File: src/rtl/stack_unit_pkg.sv
package stack_unit_pkg;

  typedef enum logic [2:0] {
    OP_PUSH = 3'd0,
    OP_POP  = 3'd1,
    OP_ADD  = 3'd2,
    OP_SUB  = 3'd3,
    OP_MUL  = 3'd4,
    OP_DIV  = 3'd5,
    OP_NOP6 = 3'd6,
    OP_NOP7 = 3'd7
  } opcode_e;

  typedef enum logic [1:0] {
    ALU_ADD = 2'd0,
    ALU_SUB = 2'd1,
    ALU_MUL = 2'd2
  } aluSel_e;

  // strobes from control to datapath, one cycle each
  typedef struct packed {
    logic    pushEn;
    logic    popEn;
    logic    aluEn;
    aluSel_e aluSel;
    logic    divLoad;
    logic    divStep;
    logic    divDone;
    logic    sideWe;
  } ctrlStrobe_t;

endpackage

File: src/rtl/stk_divider.sv
module stk_divider #(
  parameter int W = 16
) (
  input  logic         clk,
  input  logic         rstN,
  input  logic         load,
  input  logic         step,
  input  logic [W-1:0] dividend,
  input  logic [W-1:0] divisor,
  output logic [W-1:0] quoNext
);

  logic [W-1:0] remR, quoR, dvsR;
  logic [W:0]   shifted, diff;
  logic         fits;
  logic [W-1:0] remNext;

  // one restoring step per cycle, quotient bits enter from the right
  always_comb begin
    shifted = {remR, quoR[W-1]};
    diff    = shifted - {1'b0, dvsR};
    fits    = ~diff[W];
    remNext = fits ? diff[W-1:0] : shifted[W-1:0];
    quoNext = {quoR[W-2:0], fits};
  end

  always_ff @(posedge clk or negedge rstN) begin
    if (!rstN) begin
      remR <= '0;
      quoR <= '0;
      dvsR <= '0;
    end else if (load) begin
      remR <= '0;
      quoR <= dividend;
      dvsR <= divisor;
    end else if (step) begin
      remR <= remNext;
      quoR <= quoNext;
    end
  end

endmodule

File: src/rtl/stk_ctrl.sv
module stk_ctrl
  import stack_unit_pkg::*;
#(
  parameter int W     = 16,
  parameter int DEPTH = 16,
  parameter int SPW   = $clog2(DEPTH + 1)
) (
  input  logic           clk,
  input  logic           rstN,
  input  logic           cmdValid,
  input  logic [2:0]     cmdOp,
  input  logic [SPW-1:0] spCount,
  input  logic           divisorZero,
  input  logic           memWe,
  output logic           cmdReady,
  output logic           busy,
  output logic           errFlag,
  output ctrlStrobe_t    strobe
);

  localparam int CNTW = $clog2(W);

  typedef enum logic {S_IDLE, S_DIV} state_e;

  state_e          state;
  logic [CNTW-1:0] stepCnt;
  opcode_e         op;
  logic            accept, legal, errSet;

  assign op       = opcode_e'(cmdOp);
  assign busy     = (state == S_DIV);
  assign cmdReady = (state == S_IDLE);
  assign accept   = cmdValid && cmdReady;

  always_comb begin
    unique case (op)
      OP_PUSH:                        legal = (spCount < SPW'(DEPTH));
      OP_POP:                         legal = (spCount != '0);
      OP_ADD, OP_SUB, OP_MUL, OP_DIV: legal = (spCount >= SPW'(2));
      default:                        legal = 1'b1;
    endcase
  end

  always_comb begin
    strobe         = '0;
    strobe.aluSel  = ALU_ADD;
    strobe.sideWe  = memWe && (state == S_IDLE) && !cmdValid;
    strobe.divStep = (state == S_DIV);
    strobe.divDone = (state == S_DIV) && (stepCnt == CNTW'(W - 1));
    if (accept && legal) begin
      unique case (op)
        OP_PUSH: strobe.pushEn  = 1'b1;
        OP_POP:  strobe.popEn   = 1'b1;
        OP_ADD:  strobe.aluEn   = 1'b1;
        OP_SUB: begin
          strobe.aluEn  = 1'b1;
          strobe.aluSel = ALU_SUB;
        end
        OP_MUL: begin
          strobe.aluEn  = 1'b1;
          strobe.aluSel = ALU_MUL;
        end
        OP_DIV:  strobe.divLoad = 1'b1;
        default: ;
      endcase
    end
  end

  assign errSet = accept && (!legal || (op == OP_DIV && divisorZero));

  always_ff @(posedge clk or negedge rstN) begin
    if (!rstN) begin
      state   <= S_IDLE;
      stepCnt <= '0;
      errFlag <= 1'b0;
    end else begin
      if (errSet) errFlag <= 1'b1;
      unique case (state)
        S_IDLE: begin
          stepCnt <= '0;
          if (strobe.divLoad) state <= S_DIV;
        end
        S_DIV: begin
          stepCnt <= stepCnt + CNTW'(1);
          if (strobe.divDone) state <= S_IDLE;
        end
        default: state <= S_IDLE;
      endcase
    end
  end

endmodule

File: src/rtl/stk_datapath.sv
module stk_datapath
  import stack_unit_pkg::*;
#(
  parameter int W     = 16,
  parameter int DEPTH = 16,
  parameter int MEMW  = 16,
  parameter int AW    = $clog2(MEMW),
  parameter int SPW   = $clog2(DEPTH + 1)
) (
  input  logic           clk,
  input  logic           rstN,
  input  ctrlStrobe_t    strobe,
  input  logic [AW-1:0]  cmdAddr,
  input  logic [AW-1:0]  memAddr,
  input  logic [W-1:0]   memWdata,
  output logic [W-1:0]   memRdata,
  output logic [SPW-1:0] spCount,
  output logic           divisorZero
);

  localparam int IDXW = $clog2(DEPTH);

  logic [W-1:0]    stk  [DEPTH];
  logic [W-1:0]    dmem [MEMW];
  logic [IDXW-1:0] topIdx, belowIdx, pushIdx;
  logic [W-1:0]    topVal, belowVal, aluRes, divQuo;

  // slot k (1-based) lives at index k-1
  assign topIdx   = IDXW'(spCount - SPW'(1));
  assign belowIdx = IDXW'(spCount - SPW'(2));
  assign pushIdx  = IDXW'(spCount);
  assign topVal   = stk[topIdx];
  assign belowVal = stk[belowIdx];

  assign divisorZero = (belowVal == '0);
  assign memRdata    = dmem[memAddr];

  always_comb begin
    unique case (strobe.aluSel)
      ALU_SUB: aluRes = topVal - belowVal;
      ALU_MUL: aluRes = topVal * belowVal;
      default: aluRes = topVal + belowVal;
    endcase
  end

  stk_divider #(.W(W)) div_i (
    .clk      (clk),
    .rstN     (rstN),
    .load     (strobe.divLoad),
    .step     (strobe.divStep),
    .dividend (topVal),
    .divisor  (belowVal),
    .quoNext  (divQuo)
  );

  always_ff @(posedge clk) begin
    if (strobe.pushEn)       stk[pushIdx]  <= dmem[cmdAddr];
    else if (strobe.aluEn)   stk[belowIdx] <= aluRes;
    else if (strobe.divDone) stk[belowIdx] <= divQuo;
  end

  always_ff @(posedge clk or negedge rstN) begin
    if (!rstN) begin
      spCount <= '0;
    end else if (strobe.pushEn) begin
      spCount <= spCount + SPW'(1);
    end else if (strobe.popEn || strobe.aluEn || strobe.divDone) begin
      spCount <= spCount - SPW'(1);
    end
  end

  always_ff @(posedge clk or negedge rstN) begin
    if (!rstN) begin
      for (int i = 0; i < MEMW; i++) dmem[i] <= '0;
    end else if (strobe.popEn) begin
      dmem[cmdAddr] <= topVal;
    end else if (strobe.sideWe) begin
      dmem[memAddr] <= memWdata;
    end
  end

endmodule

File: src/rtl/postfix_stack_unit.sv
module postfix_stack_unit
  import stack_unit_pkg::*;
#(
  parameter  int W     = 16,
  parameter  int DEPTH = 16,
  parameter  int MEMW  = 16,
  localparam int AW    = $clog2(MEMW)
) (
  input  logic          clk,
  input  logic          rstN,
  input  logic          cmdValid,
  output logic          cmdReady,
  input  logic [2:0]    cmdOp,
  input  logic [AW-1:0] cmdAddr,
  output logic          busy,
  output logic          err,
  input  logic          memWe,
  input  logic [AW-1:0] memAddr,
  input  logic [W-1:0]  memWdata,
  output logic [W-1:0]  memRdata
);

  localparam int SPW = $clog2(DEPTH + 1);

  ctrlStrobe_t    strobe;
  logic [SPW-1:0] spCount;
  logic           divisorZero;

  stk_ctrl #(.W(W), .DEPTH(DEPTH), .SPW(SPW)) ctrl_i (
    .clk         (clk),
    .rstN        (rstN),
    .cmdValid    (cmdValid),
    .cmdOp       (cmdOp),
    .spCount     (spCount),
    .divisorZero (divisorZero),
    .memWe       (memWe),
    .cmdReady    (cmdReady),
    .busy        (busy),
    .errFlag     (err),
    .strobe      (strobe)
  );

  stk_datapath #(.W(W), .DEPTH(DEPTH), .MEMW(MEMW), .AW(AW), .SPW(SPW)) dp_i (
    .clk         (clk),
    .rstN        (rstN),
    .strobe      (strobe),
    .cmdAddr     (cmdAddr),
    .memAddr     (memAddr),
    .memWdata    (memWdata),
    .memRdata    (memRdata),
    .spCount     (spCount),
    .divisorZero (divisorZero)
  );

endmodule

File: config.mk
export PLATFORM = sky130hd
export DESIGN_NAME = postfix_stack_unit
export DESIGN_NICKNAME = d
export VERILOG_FILES = /design/src/rtl/stack_unit_pkg.sv /design/src/rtl/stk_divider.sv /design/src/rtl/stk_ctrl.sv /design/src/rtl/stk_datapath.sv /design/src/rtl/postfix_stack_unit.sv
export SDC_FILE = /design/constraint.sdc
export NUM_CORES = 2
export LEC_CHECK = 0
export ABC_CLOCK_PERIOD_IN_PS = 29000
export CAP_MARGIN = 20
export CORE_MARGIN = 2
export CORE_UTILIZATION = 31
export DETAILED_ROUTE_END_ITERATION = 8
export PLACE_DENSITY = 0.43
export SETUP_SLACK_MARGIN = 0.02
export SLEW_MARGIN = 15
export SYNTH_ARGS = -nofsm -noshare
export SYNTH_HDL_FRONTEND = slang
export SYNTH_HIERARCHICAL = 1
export SYNTH_SLANG_ARGS = --single-unit
File: constraint.sdc
create_clock -name clk -period 29 [get_ports clk]
set_clock_uncertainty 0.15 [all_clocks]
set_input_delay 4.35 -clock clk [delete_from_list [all_inputs] [get_ports clk]]
set_output_delay 4.35 -clock clk [all_outputs]
set_load 0.005 [all_outputs]
==> results.yml <==
synth:
  ys_ff_latch: 571
  yosysSeqAreaShare: 0.437
  yosysWarnings: 6
  synth_async_sr_flop_share: 0.552
  synth_common_cells: "o21ai_0, dfrtp_1, mux4_2"
  synth_cells: 2970
  synth_area_leaders: "dfrtp_1, edfxtp_1, mux4_2, a22oi_1, fa_1"
  synth_ff_type: "dfrtp_1"
  syn_area_mm2: 0.0356
  synth_top_area_share: 0.221
  ys_types: 83
  synthesis.nets: 3171
  yosysMostFrequentCell: "o21ai_0"
  syn_avg_cell_area_um2: 12.0
  synth_edf_count: 256
  synth_largest_area_cell: "dfrtp_1"
floorplan:
  placementRows: 124
  initial_core_util: 0.312
  io_pins: 50
  die_area_mm2: 0.118
  dieWidth_um: 343
  die_h_um: 343
  coreArea_mm2: 0.114
detailed_routing:
  routed_wl_um: 133000
  drtAntennaViolNets: 0
  drt_iter0_drc: 2358
  drt_first_pass_iters: 5
  vias_per_cell: 5.85
  drcViolationCount: 0
  dr_total_vias: 26558
  wl_per_cell_um: 29.2
timing:
  worst_pin_slew_ns: 1.19
  rsz0062_at_grt: "false"
  hold_violations: 0
  setup_ws_ns: 17.12
  max_slew_margin: 0.210
  max_freq_mhz: 84.2
  setup_viol: 0
  finalCritPeriodShare: 0.410
  hold-worst-slack_ns: 0.320
  drv_slew: 0
  tns_ns: 0
  period_needed_ns: 11.88
final_layout:
  drive_gt1_frac: 0.208
  layout.nets: 3174
  syn2layout_area_growth_pct: 13.8
  stdcell_area_mm2: 0.0405
worst_setup_path:
  cp_max_fo: 41
  crit_type: "in -> out"
  cp.required_ns: 24.50
  cp_top_family: "buffers and inverters"
  end_kind: "primary output"
  crit_slowest_cell: "buf_4"
  critPathMaxStageDelay_ns: 0.69
  cp_data_arrival_time_ns: 7.38
  cp-start-kind: "input port"
  crit_buf_inv: 3
  crit_chain: "buf_4 > buf_4 > mux4_2 > mux4_2 > clkdlybuf4s50_1"
status:
  status: "complete, no violations"
global_routing:
  grt_max_degree: 139
  grt_pass1_wl_um: 194000
  antenna_found_initial: 2
  overflow: 0
  grt_usage: 0.227
  grt_pass1_vias: 27211
place:
  hpwl_um: 86600
  globalplace.congestion: 0.882
  io_buffers: 49
  place_area_mm2: 0.0382
  dp_slack_ns: 17.09
clock_network:
  clkSlewWorstSetupHoldPaths_ns: 0.06
  cts_tree: "built"
  cts_buffer_depth: 3
  post_cts_resized: 0
  cts_buffers: 69
  postCtsHoldBufs: 0
  cts_root_buffer: "clkbuf_16"
  post_cts_buffers: 0
  h-tree-depth: 3
  numClockSinks: 571
  clock_latency_ns: 0.64
job:
  cap_violations: 0
hold_path:
  holdCritPathClass: "reg -> reg"
-- layout by cell type, fill, tap and decap left out, types with 87 or more instances in the layout --
cell type,netlist,routed
dfrtp_1,315,312
inv_1,172,172
mux4_2,284,284
ha_1,89,87
nor2_1,160,143
o21ai_0,323,309
edfxtp_1,256,256
a22oi_1,256,256
buf_4,26,119
nand2_1,263,262
-- worst paths after layout --
path                              startpoint  cells after the start  slack (ns)                end
max                               memAddr[0]                      5       17.12       memRdata[14]
min                        ctrl_i/stepCnt[0]                      1        0.32  ctrl_i/stepCnt[0]
max reg2reg                  dp_i/spCount[0]                     32       18.98    dp_i/stk[5][15]
min reg2reg                ctrl_i/stepCnt[0]                      1        0.32  ctrl_i/stepCnt[0]
max in group asynchronous               rstN                      2       23.50     dp_i/dmem[118]
min in group asynchronous               rstN                      1        3.60      dp_i/dmem[68]
-- state kept, by name, summed over array words and instances, names as in the netlist --
register	flops
dp_i/div_i/quoR	16
ctrl_i/stepCnt	4
dp_i/div_i/dvsR	16
dp_i/div_i/remR	16
dp_i/spCount	5
ctrl_i/busy	1
ctrl_i/errFlag	1
dp_i/stk	256
dp_i/dmem	256
-- final cells by class --
type / instances / area, um2
multi-input cells: 1984 / 18700
fillers: 11286 / 73700
repair buffers: 170 / 1440
clock inverters: 30 / 298
diodes: 3 / 7.51
inverters: 177 / 664
clock buffers: 93 / 1960
flip-flops and latches: 571 / 15600
well taps: 1512 / 1890
-- stage by stage --
step            util  cells
6_report       0.355   4540
5_1_grt        0.355   4537
4_1_cts        0.354   4535
3_5_place_dp   0.335   4412
3_3_place_gp   0.334   4404
2_1_floorplan      -   2970
-- worst reg2reg max path: cells and delay by family (launching register included) --
kind                     cells  cell delay (ns)
adder cells (fa/ha/maj)      8             3.09
multiplexers                 1             0.47
buffers and inverters       10             2.36
flip-flops                   1             0.85
AND/OR/NAND/NOR              4             0.59
XOR/XNOR                     2             0.43
AO/OA/AOI/OAI                7             1.74
-- per-layer routing --
| metal | routed length [um] | part of all wire | track usage | vias up |
|---|---|---|---|---|
| li1 | - | - | - | 11210 |
| met1 | 56900 | 0.43 | 0.308 | 13961 |
| met2 | 60600 | 0.46 | 0.356 | 1122 |
| met3 | 10200 | 0.077 | 0.0521 | 261 |
| met4 | 4780 | 0.036 | 0.0793 | 4 |
| met5 | 110 | 0.00083 | 0.00641 | - |
-- cells by family (layout without fill, tap and decap cells) --
| family | Yosys count | in the layout | synth area share |
|---|---|---|---|
| mux | 352 | 352 | 0.199 |
| simple gates | 576 | 576 | 0.0699 |
| flops | 571 | 571 | 0.437 |
| buf+inv | 415 | 470 | 0.0492 |
| compound gates | 794 | 794 | 0.144 |
| fa+ha+maj | 172 | 172 | 0.0774 |
| other cells | 0 | 3 | 0 |
| xor+xnor | 90 | 90 | 0.0227 |
Power is left out: the tool's default activity adds up to more than one toggle a clock period on the data nets, which glitch-free logic cannot reach.
